<file path="src/rtl/spi_rxs_pkg.sv">
package spi_rxs_pkg;
  localparam int ADDR_W = 2;
  localparam logic [ADDR_W-1:0] ADDR_CTRL = 2'd0;
  localparam logic [ADDR_W-1:0] ADDR_STAT = 2'd1;
  localparam logic [ADDR_W-1:0] ADDR_DATA = 2'd2;
  // status bit positions
  localparam int SB_RXFULL = 7;
  localparam int SB_ERRIE  = 6;
  localparam int SB_OVF    = 5;
  localparam int SB_MODF   = 4;
  localparam int SB_MODFEN = 2;
  // control bit positions
  localparam int CB_RXIE   = 7;
endpackage

</file>
<file path="src/rtl/rxs_data_path.sv">
module rxs_data_path #(
  parameter int DATA_W = 8
) (
  input  logic              clk,
  input  logic              rst_n,
  input  logic              cap_first_i,
  input  logic              byte_valid_i,
  input  logic [DATA_W-1:0] byte_data_i,
  input  logic              stat_rd_i,
  input  logic              data_rd_i,
  output logic [DATA_W-1:0] rx_data_o,
  output logic              rxfull_o,
  output logic              ovf_o
);
  logic [DATA_W-1:0] rx_data_q;
  logic rxfull_q, ovf_q, ovf_armed_q;
  logic accept, ovf_clear;

  assign accept    = byte_valid_i && !ovf_q;
  assign ovf_clear = data_rd_i && ovf_armed_q;

  always_ff @(posedge clk) begin
    if (!rst_n) begin
      rx_data_q   <= '0;
      rxfull_q    <= 1'b0;
      ovf_q       <= 1'b0;
      ovf_armed_q <= 1'b0;
    end else begin
      if (stat_rd_i && ovf_q)  ovf_armed_q <= 1'b1;
      else if (ovf_clear)      ovf_armed_q <= 1'b0;

      if (cap_first_i && rxfull_q) ovf_q <= 1'b1;
      else if (ovf_clear)          ovf_q <= 1'b0;

      if (accept) begin
        rx_data_q <= byte_data_i;
        rxfull_q  <= 1'b1;
      end else if (data_rd_i) begin
        rxfull_q  <= 1'b0;
      end
    end
  end

  assign rx_data_o = rx_data_q;
  assign rxfull_o  = rxfull_q;
  assign ovf_o     = ovf_q;

  AST_OVF_AT_FIRST_BIT: assert property (@(posedge clk) disable iff (!rst_n)
    (cap_first_i && rxfull_q) |=> ovf_q);
  AST_OVF_KEEPS_OLD: assert property (@(posedge clk) disable iff (!rst_n)
    (ovf_q && byte_valid_i) |=> $stable(rx_data_q));
  AST_OVF_BLOCKS_FULL: assert property (@(posedge clk) disable iff (!rst_n)
    (ovf_q && byte_valid_i && !rxfull_q) |=> !rxfull_q);
  AST_RD_LEAVES_OVF: assert property (@(posedge clk) disable iff (!rst_n)
    (data_rd_i && ovf_q && !ovf_armed_q) |=> ovf_q);
  AST_FULL_ON_ACCEPT: assert property (@(posedge clk) disable iff (!rst_n)
    (byte_valid_i && !ovf_q) |=> (rxfull_q && rx_data_q == $past(byte_data_i)));
endmodule

</file>
<file path="src/rtl/rxs_fault.sv">
module rxs_fault (
  input  logic clk,
  input  logic rst_n,
  input  logic ss_conflict_i,
  input  logic modfen_i,
  input  logic stat_rd_i,
  input  logic ctrl_wr_i,
  output logic modf_o
);
  logic modf_q, modf_armed_q;
  logic modf_clear;

  assign modf_clear = ctrl_wr_i && modf_armed_q;

  always_ff @(posedge clk) begin
    if (!rst_n) begin
      modf_q       <= 1'b0;
      modf_armed_q <= 1'b0;
    end else begin
      if (stat_rd_i && modf_q) modf_armed_q <= 1'b1;
      else if (modf_clear)     modf_armed_q <= 1'b0;

      if (ss_conflict_i && modfen_i) modf_q <= 1'b1;
      else if (modf_clear)           modf_q <= 1'b0;
    end
  end

  assign modf_o = modf_q;

  AST_MODF_NEEDS_EN: assert property (@(posedge clk) disable iff (!rst_n)
    $rose(modf_q) |-> $past(modfen_i));
  AST_MODF_HOLDS: assert property (@(posedge clk) disable iff (!rst_n)
    (modf_q && !ctrl_wr_i) |=> modf_q);
endmodule

</file>
<file path="src/rtl/rxs_regif.sv">
module rxs_regif
  import spi_rxs_pkg::*;
#(
  parameter int DATA_W = 8
) (
  input  logic              clk,
  input  logic              rst_n,
  input  logic [ADDR_W-1:0] reg_addr_i,
  input  logic              reg_rd_i,
  input  logic              reg_wr_i,
  input  logic [DATA_W-1:0] reg_wdata_i,
  input  logic [DATA_W-1:0] rx_data_i,
  input  logic              rxfull_i,
  input  logic              ovf_i,
  input  logic              modf_i,
  output logic [DATA_W-1:0] reg_rdata_o,
  output logic              irq_o,
  output logic              modfen_o,
  output logic              stat_rd_o,
  output logic              data_rd_o,
  output logic              ctrl_wr_o
);
  logic rxie_q, errie_q, modfen_q;
  logic stat_wr;

  assign stat_rd_o = reg_rd_i && (reg_addr_i == ADDR_STAT);
  assign data_rd_o = reg_rd_i && (reg_addr_i == ADDR_DATA);
  assign ctrl_wr_o = reg_wr_i && (reg_addr_i == ADDR_CTRL);
  assign stat_wr   = reg_wr_i && (reg_addr_i == ADDR_STAT);

  always_ff @(posedge clk) begin
    if (!rst_n) begin
      rxie_q   <= 1'b0;
      errie_q  <= 1'b0;
      modfen_q <= 1'b0;
    end else begin
      if (ctrl_wr_o) rxie_q <= reg_wdata_i[CB_RXIE];
      if (stat_wr) begin
        errie_q  <= reg_wdata_i[SB_ERRIE];
        modfen_q <= reg_wdata_i[SB_MODFEN];
      end
    end
  end

  always_comb begin
    reg_rdata_o = '0;
    case (reg_addr_i)
      ADDR_CTRL: reg_rdata_o[CB_RXIE] = rxie_q;
      ADDR_STAT: begin
        reg_rdata_o[SB_RXFULL] = rxfull_i;
        reg_rdata_o[SB_ERRIE]  = errie_q;
        reg_rdata_o[SB_OVF]    = ovf_i;
        reg_rdata_o[SB_MODF]   = modf_i;
        reg_rdata_o[SB_MODFEN] = modfen_q;
      end
      ADDR_DATA: reg_rdata_o = rx_data_i;
      default:   reg_rdata_o = '0;
    endcase
  end

  assign irq_o    = (rxie_q && rxfull_i) || (errie_q && (ovf_i || modf_i));
  assign modfen_o = modfen_q;

  AST_IRQ_NEEDS_EN: assert property (@(posedge clk) disable iff (!rst_n)
    irq_o |-> (rxie_q || errie_q));
  AST_ERR_IRQ: assert property (@(posedge clk) disable iff (!rst_n)
    (errie_q && ovf_i) |-> irq_o);
endmodule

</file>
<file path="src/rtl/spi_rx_status.sv">
module spi_rx_status
  import spi_rxs_pkg::*;
#(
  parameter int DATA_W = 8
) (
  input  logic              clk,
  input  logic              rst_n,
  input  logic              cap_first_i,
  input  logic              byte_valid_i,
  input  logic [DATA_W-1:0] byte_data_i,
  input  logic              ss_conflict_i,
  input  logic [1:0]        reg_addr_i,
  input  logic              reg_rd_i,
  input  logic              reg_wr_i,
  input  logic [DATA_W-1:0] reg_wdata_i,
  output logic [DATA_W-1:0] reg_rdata_o,
  output logic              irq_o
);
  logic [DATA_W-1:0] rx_data;
  logic rxfull, ovf, modf, modfen, stat_rd, data_rd, ctrl_wr;

  rxs_data_path #(.DATA_W(DATA_W)) u_data (
    .clk(clk), .rst_n(rst_n), .cap_first_i(cap_first_i),
    .byte_valid_i(byte_valid_i), .byte_data_i(byte_data_i),
    .stat_rd_i(stat_rd), .data_rd_i(data_rd),
    .rx_data_o(rx_data), .rxfull_o(rxfull), .ovf_o(ovf)
  );

  rxs_fault u_fault (
    .clk(clk), .rst_n(rst_n), .ss_conflict_i(ss_conflict_i),
    .modfen_i(modfen), .stat_rd_i(stat_rd), .ctrl_wr_i(ctrl_wr),
    .modf_o(modf)
  );

  rxs_regif #(.DATA_W(DATA_W)) u_regif (
    .clk(clk), .rst_n(rst_n), .reg_addr_i(reg_addr_i),
    .reg_rd_i(reg_rd_i), .reg_wr_i(reg_wr_i), .reg_wdata_i(reg_wdata_i),
    .rx_data_i(rx_data), .rxfull_i(rxfull), .ovf_i(ovf), .modf_i(modf),
    .reg_rdata_o(reg_rdata_o), .irq_o(irq_o), .modfen_o(modfen),
    .stat_rd_o(stat_rd), .data_rd_o(data_rd), .ctrl_wr_o(ctrl_wr)
  );
endmodule

</file>
<file path="config.mk">
export PLATFORM = sky130hd
export DESIGN_NAME = spi_rx_status
export DESIGN_NICKNAME = d
export VERILOG_FILES = /design/src/rtl/spi_rxs_pkg.sv /design/src/rtl/rxs_data_path.sv /design/src/rtl/rxs_fault.sv /design/src/rtl/rxs_regif.sv /design/src/rtl/spi_rx_status.sv
export SDC_FILE = /design/constraint.sdc
export NUM_CORES = 1
export LEC_CHECK = 0
export ABC_AREA = 1
export BUFFER_PORTS_ARGS = -buffer_cell sky130_fd_sc_hd__buf_2
export CELL_PAD_IN_SITES_DETAIL_PLACEMENT = 0
export CELL_PAD_IN_SITES_GLOBAL_PLACEMENT = 1
export CORE_MARGIN = 2
export CORE_UTILIZATION = 32
export CTS_BUF_LIST = sky130_fd_sc_hd__clkbuf_2
export CTS_CLUSTER_DIAMETER = 40
export DETAILED_ROUTE_END_ITERATION = 12
export PLACE_DENSITY = 0.9
export SLEW_MARGIN = 25
export SYNTH_ARGS = -nofsm -noshare
export SYNTH_HDL_FRONTEND = slang
export SYNTH_SLANG_ARGS = --single-unit
</file>
<file path="constraint.sdc">
create_clock -name clk -period 1.5 [get_ports clk]
set_clock_uncertainty 0.15 [all_clocks]
set_input_delay 0.3 -clock clk [delete_from_list [all_inputs] [get_ports clk]]
set_output_delay 0.3 -clock clk [all_outputs]
set_load 0.05 [all_outputs]
</file>
==> impl_metrics.csv <==
group,metric,value,unit
sta,final-max-slew-violation-count,0,
finish,fin_util,55.57,%
setup_path,cp_common_cell,"nand2_2",
cts,cts_made_buffers,3,
synthesis,ys_ff_latch,16,
drt,drc_errors,0,
synthesis,yosys.cell_types.count,13,
placed_design,post-place-ws,-0.2232,ns
pwr,total_power,0.8973,mW
min_path,hold_start,"reg_wdata_i[6]",
setup_path,slowest_delay,0.19,ns
synthesis,syn_nets,140,
setup_path,crit_path_start_kind,"primary input",
cts,clockBufferDepth,2,
sta,fin_crit,1.559,ns
pwr,p_leak,0.5771,nW
setup_path,crit_required,1.05,ns
sta,grt_setup_unrepaired,"yes",
sta,slew_headroom,87.80,%
floorplan,io_pins,34,
setup_path,worstPathMaxFanout,7,
setup_path,cp-end-kind,"primary output",
synthesis,synth_area_leaders,"dfxtp_1, nand2_1, nor2_1, a21oi_1, ha_1",
cts,clk_latency,0.29,ns
setup_path,worstRegToRegCells,6,
sta,clock.fmax,0.6416,GHz
drt,wl_per_cell,10.60,um
cts,path_clk_slew,0.16,ns
global_routing,grt-ovfl-total,0,
sta,min_period_over_period,103.9,%
finish,drive_gt1_share,50.34,%
cts,cts_tree,"yes",
drt,viasPerCell,4.616,
sta,worst_pin_slew,0.1828,ns
global_routing,grt_pass1_wl,3049,um
run_status,outcome,"complete, but fails checks",
synthesis,syn_avg_cell_area,6.842,um^2
setup_path,ff2ff_setup_slack,0.35,ns
floorplan,initial_core_util,34.01,%
floorplan,rows,17,
setup_path,worstSetupStartpoint,"reg_addr_i[1]",
global_routing,grt_usage,14.89,%
setup_path,cp-endpoint,"reg_rdata_o[7]",
floorplan,die_x,52.72,um
setup_path,worstPathCellList,"buf_6 -> inv_6 -> ha_4 -> nand2_2 -> nand3_2 -> nand2_2 -> clkinvlp_4 -> buf_8",
setup_path,arrival,1.11,ns
global_routing,grt_pass1_vias,738,
drt,vias,817,
sta,setup_viol,4,
finish,nets,180,
floorplan,die_height,52.72,um
finish,final_common_cell,"nor2_1",
drt,first_iter_violations,9,
setup_path,cp_slowest_cell,"ha_4",
finish,final_area,1241,um^2
synthesis,synth_top_area_share,42.17,%
setup_path,rr_startpoint,"u_data.ovf_o",
synthesis,ys_seq_area_share,42.17,%
finish,syn2layout_area_growth,63.43,%
job,cap_violations,0,
finish,antenna_cells,0,
finish,final_cell_mix,"nor2_1, nand2_1, buf_2",
drt,drt-total-wl,1876,um
placed_design,io_buffers,28,
synthesis,synth_top_area_cell,"dfxtp_1",
min_path,hold_path_class,"primary input to register",
pwr,irDropWorstVdd,0.5704,mV
global_routing,antenna_found_initial,0,
placed_design,hpwlAfterDp,1437,um
placed_design,place_area,1036,um^2
drt,firstDrtPassIters,4,
cts,h-tree-depth,1,
synthesis,synthCells,111,
setup_path,worst-setup-path-type,"primary input to primary output",
cts,cts_root_buf,"clkbuf_2",
drt,detail-route-antenna-nets,0,
setup_path,r2r_end,"u_data.rx_data_o[4]",
run_status,violations,"setup timing",
floorplan,dieArea,2779,um^2
global_routing,grt_max_degree,12,
cts,cts_sinks,16,
finish,n_fill_cell,233,
synthesis,ys_warn_count,0,
sta,finalHoldViolations,0,
placed_design,place.gp.congestion,0.7217,
synthesis,syn_area,759.5,um^2
floorplan,coreArea,2233,um^2
pwr,pwr_density_cell,722.9,nW/um^2
sta,fin_ws,-0.05857,ns
stage by stage:
| stage | hold WS, ns | cells | setup TNS, ns |
|---|---|---|---|
| after floorplan | 0.2893 | 111 | 0 |
| after global placement | 0.2984 | 170 | -1.235 |
| after detailed placement | 0.3100 | 170 | -1.354 |
| after CTS | 0.08515 | 174 | -0.1318 |
| after global routing | 0.06392 | 177 | -0.5863 |
| final | 0.07939 | 177 | -0.1198 |
cells by family (layout without fill, tap and decap cells):
logic type,Yosys count,count (layout),synth area share (%)
simple gates,55,55,29.16
fa+ha+maj,4,4,6.590
compound gates,21,21,13.84
buf+inv,15,53,8.239
flops,16,16,42.17
how the worst min path moves through the flow:
stage | slack (ns) | end | cells past startpoint
4_1_cts | 0.09 | u_regif.errie_q | 3
3_3_place_gp | 0.30 | u_data.ovf_armed_q | 2
2_1_floorplan | 0.29 | u_fault.modf_armed_q | 2
3_5_place_dp | 0.31 | u_data.ovf_armed_q | 2
6_report | 0.08 | u_regif.errie_q | 3
5_1_grt | 0.06 | u_regif.errie_q | 3
routing by layer:
metal | vias to the layer above | global-route usage [%] | part of all wire [%]
met5 | - | 0 | 0
met4 | 0 | 8.974 | 2.6
met3 | 6 | 3.429 | 3.2
met2 | 15 | 24.58 | 50
met1 | 367 | 17.28 | 45
li1 | 429 | - | -
registers in the layout, indices dropped and copies added (netlist names):
register	cells
u_data.rxfull_o	1
u_regif.errie_q	1
u_fault.modf_o	1
u_data.ovf_o	1
u_regif.modfen_o	1
u_data.rx_data_o	8
u_data.ovf_armed_q	1
u_fault.modf_armed_q	1
u_regif.rxie_q	1
where the power goes:
group	leakage [nW]	switching, mW	total (mW)	internal (mW)
clock network	0.0125	0.138	0.192	0.0545
registers	0.136	0.0187	0.472	0.453
logic	0.429	0.131	0.233	0.102
total	0.577	0.288	0.897	0.610
cell usage after synthesis:
cell type and n:
a21oi_1 10, o21ai_1 2, ha_1 4, buf_4 1, inv_1 10, inv_2 2
o21ai_0 9, nand2_4 1, nand3_1 6, nand2_1 28, buf_2 2, nor2_1 20
dfxtp_1 16
timing repair:
item | 4_1_cts | 5_1_grt
hold buffers | 0 | 0
cloned | 0 | 0
resized for setup | 45 | 10
pin swaps | 5 | 3
buffers inserted | 1 | 3
setup endpoints to repair | 9 | 9
worst max-delay path, delay by kind of cell:
family | cells | cell delay, ns
simple gates | 3 | 0.23
buf+inv | 4 | 0.38
fa+ha+maj | 1 | 0.19
layout make-up:
type / count / area [um^2] / share of cell area (%)
clock buffer: 3 / 15.01 / 1.210
inverter: 12 / 58.81 / 4.738
multi-input combinational: 80 / 500.5 / 40.32
sequential: 16 / 336.6 / 27.12
tap: 28 / 35.03 / 2.823
timing repair buffer: 38 / 295.3 / 23.79
Power figures use the tool's default switching activity.
